[config.mk]
export PLATFORM = sky130hd
export DESIGN_NAME = rx_addr_filter
export DESIGN_NICKNAME = d
export VERILOG_FILES = /design/src/rtl/rx_filt_pkg.sv /design/src/rtl/rx_filt_hash.sv /design/src/rtl/rx_filt_match.sv /design/src/rtl/rx_addr_filter.sv
export SDC_FILE = /design/constraint.sdc
export NUM_CORES = 1
export LEC_CHECK = 0
export CAP_MARGIN = 20
export CORE_ASPECT_RATIO = 0.9
export CORE_MARGIN = 10
export CORE_UTILIZATION = 41
export DETAILED_ROUTE_END_ITERATION = 8
export MAX_ROUTING_LAYER = met4
export PLACE_DENSITY = 0.87
export SYNTH_ARGS = -nofsm -noshare
export SYNTH_HDL_FRONTEND = slang
export SYNTH_HIERARCHICAL = 1
export SYNTH_SLANG_ARGS = --single-unit
[constraint.sdc]
create_clock -name clk -period 0.8 [get_ports clk]
set_input_delay 0.12 -clock clk [delete_from_list [all_inputs] [get_ports clk]]
set_output_delay 0.12 -clock clk [all_outputs]
set_load 0.005 [all_outputs]
[src/rtl/rx_filt_pkg.sv]
package rx_filt_pkg;
   localparam int CTL_RUNT_OK  = 12;
   localparam int CTL_RX_ALL   = 14;
   localparam int CTL_HASH_EN  = 15;
   localparam int CTL_MCAST_EN = 16;
   localparam int CTL_BCAST_EN = 17;
   localparam int STS_MCAST    = 16;
   localparam int STS_BCAST    = 17;
   localparam logic [31:0] CRC_POLY = 32'hEDB8_8320;

   typedef enum logic [1:0] {
      DST_UCAST = 2'd0,
      DST_MCAST = 2'd1,
      DST_BCAST = 2'd2
   } dst_kind_e;
endpackage

[src/rtl/rx_filt_hash.sv]
module rx_filt_hash
   import rx_filt_pkg::*;
#(
   parameter int ADDR_BYTES = 6,
   parameter int IDX_W      = 6
) (
   input  logic [8*ADDR_BYTES-1:0] addr,
   output logic [IDX_W-1:0]        idx
);
   localparam int NBITS = 8 * ADDR_BYTES;

   logic [31:0] chain [0:NBITS];

   assign chain[0] = 32'hFFFF_FFFF;

   for (genvar b = 0; b < ADDR_BYTES; b++) begin : g_byte
      for (genvar k = 0; k < 8; k++) begin : g_bit
         localparam int STEP = 8 * b + k;
         localparam int SRC  = NBITS - 8 * (b + 1) + k;
         logic fb;
         assign fb = chain[STEP][0] ^ addr[SRC];
         assign chain[STEP+1] = (chain[STEP] >> 1) ^ (fb ? CRC_POLY : 32'd0);
      end
   end

   assign idx = chain[NBITS][31 -: IDX_W];
endmodule

[src/rtl/rx_filt_match.sv]
module rx_filt_match
   import rx_filt_pkg::*;
#(
   parameter int ADDR_BYTES = 6
) (
   input  logic [8*ADDR_BYTES-1:0] addr,
   input  logic [8*ADDR_BYTES-1:0] station,
   output dst_kind_e               kind,
   output logic                    sta_hit
);
   logic [ADDR_BYTES-1:0] byte_eq;

   for (genvar b = 0; b < ADDR_BYTES; b++) begin : g_cmp
      assign byte_eq[b] = (addr[8*b +: 8] == station[8*b +: 8]);
   end

   assign sta_hit = &byte_eq;

   always_comb begin
      if (&addr)
         kind = DST_BCAST;
      else if (addr[8*ADDR_BYTES-8])
         kind = DST_MCAST;
      else
         kind = DST_UCAST;
   end
endmodule

[src/rtl/rx_addr_filter.sv]
module rx_addr_filter
   import rx_filt_pkg::*;
#(
   parameter int LEN_W    = 16,
   parameter int TINY_LEN = 10,
   parameter int RUNT_LEN = 64,
   parameter int IDX_W    = 6
) (
   input  logic        clk,
   input  logic        rst_n,
   input  logic [31:0] ctrl_word,
   input  logic [31:0] sta_hi,
   input  logic [31:0] sta_lo,
   input  logic [31:0] hash_w0,
   input  logic [31:0] hash_w1,
   input  logic        in_valid,
   input  logic [47:0] in_dest,
   input  logic [15:0] in_len,
   output logic        dec_valid,
   output logic        dec_accept,
   output logic [31:0] dec_status
);
   localparam int ADDR_BYTES = 6;
   localparam int TBL_SIZE   = 1 << IDX_W;

   if (IDX_W != 6) begin : g_bad_idx
      $error("rx_addr_filter: hash table is two 32-bit words, IDX_W must be 6");
   end
   if (TINY_LEN >= RUNT_LEN || LEN_W != 16) begin : g_bad_len
      $error("rx_addr_filter: length limits inconsistent");
   end

   logic [47:0]         station;
   logic [TBL_SIZE-1:0] table_bits;
   logic [IDX_W-1:0]    hash_idx;
   dst_kind_e           kind;
   logic                sta_hit;
   logic                len_ok, addr_ok, accept_d;
   logic [31:0]         status_d;

   assign station    = {sta_hi[15:0], sta_lo};
   assign table_bits = {hash_w1, hash_w0};

   rx_filt_hash #(.ADDR_BYTES(ADDR_BYTES), .IDX_W(IDX_W)) u_hash (
      .addr (in_dest),
      .idx  (hash_idx)
   );

   rx_filt_match #(.ADDR_BYTES(ADDR_BYTES)) u_match (
      .addr    (in_dest),
      .station (station),
      .kind    (kind),
      .sta_hit (sta_hit)
   );

   always_comb begin
      if (in_len < LEN_W'(TINY_LEN))
         len_ok = 1'b0;
      else if (in_len < LEN_W'(RUNT_LEN))
         len_ok = ctrl_word[CTL_RUNT_OK];
      else
         len_ok = 1'b1;
   end

   always_comb begin
      unique case (kind)
         DST_BCAST: addr_ok = ctrl_word[CTL_BCAST_EN];
         DST_MCAST: addr_ok = ctrl_word[CTL_MCAST_EN] ||
                              (ctrl_word[CTL_HASH_EN] && table_bits[hash_idx]);
         default:   addr_ok = sta_hit;
      endcase
   end

   assign accept_d = len_ok && (ctrl_word[CTL_RX_ALL] || addr_ok);

   always_comb begin
      status_d = '0;
      status_d[STS_BCAST] = accept_d && (kind == DST_BCAST);
      status_d[STS_MCAST] = accept_d && (kind == DST_MCAST);
   end

   always_ff @(posedge clk or negedge rst_n) begin
      if (!rst_n) begin
         dec_valid  <= 1'b0;
         dec_accept <= 1'b0;
         dec_status <= '0;
      end else begin
         dec_valid  <= in_valid;
         dec_accept <= in_valid && accept_d;
         dec_status <= in_valid ? status_d : 32'd0;
      end
   end

   a_r1_valid_follows: assert property (@(posedge clk) disable iff (!rst_n)
      in_valid |=> dec_valid);
   a_r1_idle_quiet: assert property (@(posedge clk) disable iff (!rst_n)
      !dec_valid |-> (!dec_accept && dec_status == 32'd0));
   a_r2_tiny_drop: assert property (@(posedge clk) disable iff (!rst_n)
      (in_valid && in_len < 16'(TINY_LEN)) |=> !dec_accept);
   a_r3_runt_drop: assert property (@(posedge clk) disable iff (!rst_n)
      (in_valid && in_len < 16'(RUNT_LEN) && !ctrl_word[CTL_RUNT_OK]) |=> !dec_accept);
   a_r4_rx_all: assert property (@(posedge clk) disable iff (!rst_n)
      (in_valid && ctrl_word[CTL_RX_ALL] && in_len >= 16'(RUNT_LEN)) |=> dec_accept);
   a_r5_bcast_gate: assert property (@(posedge clk) disable iff (!rst_n)
      (in_valid && (&in_dest) && !ctrl_word[CTL_BCAST_EN] && !ctrl_word[CTL_RX_ALL])
      |=> !dec_accept);
   a_r9_flags_exclusive: assert property (@(posedge clk) disable iff (!rst_n)
      $onehot0(dec_status[STS_BCAST:STS_MCAST]));
   a_r9_flag_needs_accept: assert property (@(posedge clk) disable iff (!rst_n)
      (dec_status != 32'd0) |-> dec_accept);
endmodule

Word level (Yosys, flattened, before mapping)
Cells that the tools add are included.
W data, S select, Z words.
- input port bits: 227
- logic and storage cells: 174
- flip-flop bits (word level): 20
- output and inout port bits: 34
- multiplexer cells: 56
- reduce and logical (&&, ||, !) cells: 9
- magnitude comparators: 3
- bitwise logic cells: 95
- eq/ne operators: 8
- operators by type and width (kind ; count):
    $mux W32 ; 48
    $xor A31 B32 Y32 ; 47
    $eq A8 B8 Y1 ; 6
    $reduce_and A48 Y1 ; 1
    $xor A1 B1 Y1 ; 47
    $not A31 Y31 ; 1
    $mux W18 ; 1
    $lt A16 B4 Y1 const B ; 1
    $lt A16 B7 Y1 const B ; 1
    $lt A6 B7 Y1 const B ; 1
    $bmux W1 S6 ; 1
    $reduce_and A6 Y1 ; 1
    $logic_and A1 B1 Y1 ; 5
    $mux W1 ; 4
    $eq A2 B1 Y1 const B ; 1
    $eq A2 B2 Y1 const B ; 1
    $logic_or A1 B1 Y1 ; 2
    $mux W2 ; 1
    $pmux W1 S2 ; 1

Logic depth before layout (Yosys ltp)
- word-level depth: 152
- mapped depth: 16
- mapped depth without buffers: 13

Hierarchy
The synthesis kept the hierarchy.
- by module, submodules not included (module ; cells each ; seq. area each (sq um) ; area each (sq um) ; times used):
    rx_filt_hash ; 174 ; 0.0 ; 2199.6 ; 1
    rx_addr_filter ; 108 ; 100.1 ; 1084.8 ; 1
    rx_filt_match ; 81 ; 0.0 ; 639.4 ; 1

Least setup slack after synthesis
OpenSTA, ideal clock, no wires.
- kind: input port to flip-flop
- start: input in_dest[41]
- end: register dec_status[17]
- buffers on the path: 3
- library setup time: 0.082 ns
- cell stages on the path: 16
- path slack: -3.605 ns
- data arrival time: 4.323 ns
- data required time: 0.718 ns
- cells stage by stage: buf_4 xnor3_1 xnor2_2 xor3_1 xnor2_1 xnor3_1 xnor2_2 xor3_2 xnor3_1 buf_6 buf_12 mux2i_1 mux4_2 a22oi_1 nand4_1 a31oi_1
- cells in the longest elaborated chain, start to end: 72
- elaborated cells between the ends (all ways): 132
- classes of those cells: 3 x eq/ne; 40 x mux; 82 x bitwise; 7 x reduce/logical
- ends and longest elaborated chain (element ; line ; RTL):
    from (decl) ; rx_addr_filter.sv:17 ; input logic [47:0] in_dest,
    $xor A1 B1 Y1 * ; rx_filt_hash.sv:21 ; assign fb = chain[STEP][0] ^ addr[SRC];
    $mux W32 * ; rx_filt_hash.sv:22 ; assign chain[STEP+1] = (chain[STEP] >> 1) ^ (fb ? CRC_POLY : 32'd0);
    $xor A31 B32 Y32 * (6 in series) ; rx_filt_hash.sv:22 ;
    $xor A1 B1 Y1 or $xor A31 B32 Y32 (tied branches) ; rx_filt_hash.sv:21, rx_filt_hash.sv:22 ;
    $mux W32 or $xor A31 B32 Y32 (tied branches) ; rx_filt_hash.sv:22 ;
    $xor A31 B32 Y32 * (6 in series) ; rx_filt_hash.sv:22 ;
    $xor A1 B1 Y1 or $xor A31 B32 Y32 (tied branches) ; rx_filt_hash.sv:21, rx_filt_hash.sv:22 ;
    $mux W32 or $xor A31 B32 Y32 (tied branches) ; rx_filt_hash.sv:22 ;
    [... 45 more ...] ; -- ;
    net hash_idx[1] ; rx_addr_filter.sv:35 ; logic [IDX_W-1:0] hash_idx;
    [... 1 more ...] ; -- ;
    $mux W1 (implied by the code) * ; rx_addr_filter.sv:69 ; (ctrl_word[CTL_HASH_EN] && table_bits[hash_idx]);
    $logic_and A1 B1 Y1 * ; rx_addr_filter.sv:69 ;
    $logic_or A1 B1 Y1 * ; rx_addr_filter.sv:68 ; DST_MCAST: addr_ok = ctrl_word[CTL_MCAST_EN] ||
    $pmux W1 S2 * ; rx_addr_filter.sv:66 ; unique case (kind)
    $logic_or A1 B1 Y1 * ; rx_addr_filter.sv:74 ; assign accept_d = len_ok && (ctrl_word[CTL_RX_ALL] || addr_ok);
    $logic_and A1 B1 Y1 * ; rx_addr_filter.sv:74 ;
    $logic_and A1 B1 Y1 * ; rx_addr_filter.sv:78 ; status_d[STS_BCAST] = accept_d && (kind == DST_BCAST);
    $mux W18 * ; rx_addr_filter.sv:90 ; dec_status <= in_valid ? status_d : 32'd0;
    to (signal assigned) ; rx_addr_filter.sv:90 ;
    to (decl) ; rx_addr_filter.sv:21 ; output logic [31:0] dec_status
Mark *: on every way through the listed nets, which the timed path passes. The rest lies on a longest branch. The select of a mux whose other input is x is not followed.

Final worst setup path
- start: input in_dest[40]
- end: register dec_status[17]
- cells in the longest elaborated chain, start to end: 72
- elaborated cells between the ends (all ways): 135
- classes of those cells: 3 x eq/ne; 42 x mux; 83 x bitwise; 7 x reduce/logical
- ends and longest elaborated chain (element ; line):
    $mux W32 * ; rx_filt_hash.sv:22
    $not A31 Y31 (no line) ; --
    $xor A31 B32 Y32 * (5 in series) ; rx_filt_hash.sv:22
    $xor A1 B1 Y1 or $xor A31 B32 Y32 (tied branches) ; rx_filt_hash.sv:21, rx_filt_hash.sv:22
    $mux W32 or $xor A31 B32 Y32 (tied branches) ; rx_filt_hash.sv:22
    $xor A31 B32 Y32 * (6 in series) ; rx_filt_hash.sv:22
    $xor A1 B1 Y1 or $xor A31 B32 Y32 (tied branches) ; rx_filt_hash.sv:21, rx_filt_hash.sv:22
    $mux W32 or $xor A31 B32 Y32 (tied branches) ; rx_filt_hash.sv:22
    [... 46 more ...] ; --
    net hash_idx[2] ; rx_addr_filter.sv:35
    [... 1 more ...] ; --
    $mux W1 (implied by the code) * ; rx_addr_filter.sv:69
    $logic_and A1 B1 Y1 * ; rx_addr_filter.sv:69
    $logic_or A1 B1 Y1 * ; rx_addr_filter.sv:68
    $pmux W1 S2 * ; rx_addr_filter.sv:66
    $logic_or A1 B1 Y1 * ; rx_addr_filter.sv:74
    $logic_and A1 B1 Y1 * ; rx_addr_filter.sv:74
    $logic_and A1 B1 Y1 * ; rx_addr_filter.sv:78
    $mux W18 * ; rx_addr_filter.sv:90
Marks and branches as above.

==> metrics.md <==
| Metric | Value |
|---|---|
| Crit path time final | `4.75 ns` |
| Final setup TNS | `-12.00 ns` |
| Initial DRC Count | `458` |
| Leak | `between 3 and 4 nW` |
| Mapped Cells | `363` |
| Chip height | `between 100 and 150 um` |
| CTS tree | `done` |
| First-pass GRT wire length | `30800 um` |
| Core area | `9210 um2` |
| Max-slew violation count | `0` |
| RSZ-0062 raised after global routing | `yes` |
| CTS max path bufs | `2` |
| DP Worst Slack | `-4.23 ns` |
| Number of global-route vias before repair | `5000` |
| Vias | `around 4800` |
| Slew HR | `between 50% and 60%` |
| IO Count | `261` |
| Number of enable flip-flop cells after synthesis | `0` |
| Final antenna diode count | `0` |
| WL final | `24200 um` |
| Largest cells by area after synthesis | `xnor2_1, xor2_1, xnor3_1` |
| # fillers | `approximately 440` |
| Synth area leader | `xnor2_1` |
| Worst Setup Path Type | `in2reg` |
| Crit end category | `flip-flop` |
| Final hold viol count | `0` |
| Die extent in x | `123 um` |
| Fin nets | `~950` |
| DRT antenna net count | `0` |
| Gpl congestion | `0.983` |
| Clock sink count | `4` |
| Worst hold path type | `in2async` |
| Max H-tree Level | `1` |
| Max-cap viol count | `0` |
| DP Wirelength | `15800 um` |
| Tot GR Track Use | `~30%` |
| Setup crit start kind | `input pin` |
| Hold slack | `between 0.1 and 0.15 ns` |
| Dpl cell area | `6870 um2` |
| Placed insts | `slightly below 800` |
| Pin count of the biggest net entering global routing | `11` |
| Outcome | `finished, violations left` |
| Final period util | `594%` |
| Final std cells w/o fill | `843` |
| Vias per cell | `roughly 5.7` |
| CTS buffer count | `3` |
| Peak VDD IR | `around 11000 uV` |
| Syn Std Cell Area | `roughly 4000 um2` |
| CTS clk-pin slew, worst paths | `0.04 ns` |
| Starting density of the core | `42.6%` |
| Crit-path max FO | `10` |
| Setup-failing EPs final | `7` |
| Wire length per cell | `approximately 29 um` |
| Synth cell types | `approximately 40` |
| CP required | `0.93 ns` |
| PnR Total Power | `46.2 mW` |
| Layout area overhead | `96.8%` |
| Die area | `13900 um2` |
| F_max | `210 MHz` |
| Final core occ | `83.9%` |
| Seq/Total Area, Yosys | `about 2.6%` |
| Yosys warnings | `6` |
| Most common cell in the netlist | `xnor2_1` |
| Total iterations of the first detailed-routing run | `7` |
| Arrival time worst endpoint | `4.88 ns` |
| GR Overflow Total | `0` |
| Drt drc | `0` |
| Initial antenna violation count | `0` |
| Yosys top cell area share | `19.4%` |
| Mapped Avg Cell Area | `10.8 um2` |
| Main synth FF type | `dfrtp_1` |
| Least-Margin Pin Slew | `0.626 ns` |
| Post-CTS Hold Buffers | `0` |
| CTS Root Cell | `clkbuf_8` |
| Most common library cells after synthesis | `xnor2_1, xor2_1, buf_4` |
| PortBufs | `186` |
| Design area | `between 7000 and 8000 um2` |
| PwrDens | `5980 nW/um2` |
| Final worst setup slack | `-3.95 ns` |
| Row count | `33` |
| Failing checks | `setup timing` |
| Async S/R FF share, synth | `100%` |
| FF+latch count, synth | `4` |
| Layout cells sized above 1 | `43.3%` |
state kept, by name (all words and copies together) (netlist names):
| name | cells |
|---|---|
| dec_accept | 1 |
| dec_status | 2 |
| dec_valid | 1 |
layout by cell type, fill, tap and decap left out, drive strengths merged:
cell,instances
a31oi,1
a21oi,2
conb,30
xnor3,30
and3,1
clkbuf,6
or4,2
nor3,1
xor2,77
mux4,13
nor2b,4
inv,5
a211oi,2
nor2,2
buf,200
xnor2,95
mux2i,17
ha,2
a22oi,1
nor4,16
dfrtp,4
o31ai,2
nand2,5
clkdlybuf4s50,163
o21a,1
nand3,5
xor3,9
dlygate4sd2,7
nand4,17
a221oi,1
worst max-delay path: stages:
cell and delay (ns):
dlygate4sd2_1 0.24, buf_6 0.15, buf_12 0.14, xnor2_4 0.12, buf_6 0.14, buf_4 0.13
xnor2_1 0.26, buf_4 0.23, xnor2_1 0.19, xnor2_1 0.21, xnor3_1 0.47, xnor2_1 0.30
xnor3_1 0.31, xnor3_1 0.48, buf_12 0.17, mux4_2 0.53, a22oi_2 0.20, nand4_1 0.19
a31oi_2 0.27
power breakdown:
group / internal, mW / switching, mW / total (mW) / leakage, nW
clock: 0.323 / 0.127 / 0.450 / 0.0216
combinational: 25.2 / 20.2 / 45.5 / 3.51
sequential: 0.249 / 0.0170 / 0.266 / 0.0512
total: 25.8 / 20.4 / 46.2 / 3.59
how the worst max path moves through the flow:
| stage | start | end | cells after the start |
|---|---|---|---|
| finish | in_dest[40] | dec_status[17]$_DFF_PN0_ | 19 |
| CTS | in_dest[43] | dec_status[17]$_DFF_PN0_ | 17 |
| global route | in_dest[47] | dec_status[17]$_DFF_PN0_ | 16 |
| floorplan | in_dest[42] | dec_status[17]$_DFF_PN0_ | 16 |
| global placement | in_dest[44] | dec_status[17]$_DFF_PN0_ | 16 |
| detailed placement | in_dest[44] | dec_status[17]$_DFF_PN0_ | 18 |
metal layers:
metal	up-vias	track usage, %	part of all wire, %
li1	1918	-	-
met1	2257	32.4	32
met2	429	53.1	49
met3	164	5.57	10
met4	0	11.9	8.3
met5	-	-	0
layout make-up:
class | count | area (um2) | area share [%]
clock buffer | 3 | 41.3 | 0.535
tap | 122 | 153 | 1.98
multi-input combinational | 336 | 4110 | 53.2
timing repair buffer | 373 | 3300 | 42.8
inverter | 5 | 18.8 | 0.243
sequential | 4 | 100 | 1.30
cell families after synthesis:
| family | share of synthesized area, % |
|---|---|
| buf+inv | 10.1 |
| other cells | 0.0956 |
| simple gates | 8.23 |
| flops | 2.55 |
| compound gates | 1.79 |
| xor+xnor | 64.4 |
| fa+ha+maj | 0.638 |
| mux | 12.2 |
what timing repair did:
action / in CTS / in global routing
buffers inserted: 32 / 19
gates resized for setup: 114 / 50
endpoints found under the setup margin: 7 / 7
gates cloned: 2 / 0
pin swaps: 43 / 17
Power figures use the tool's default switching activity.
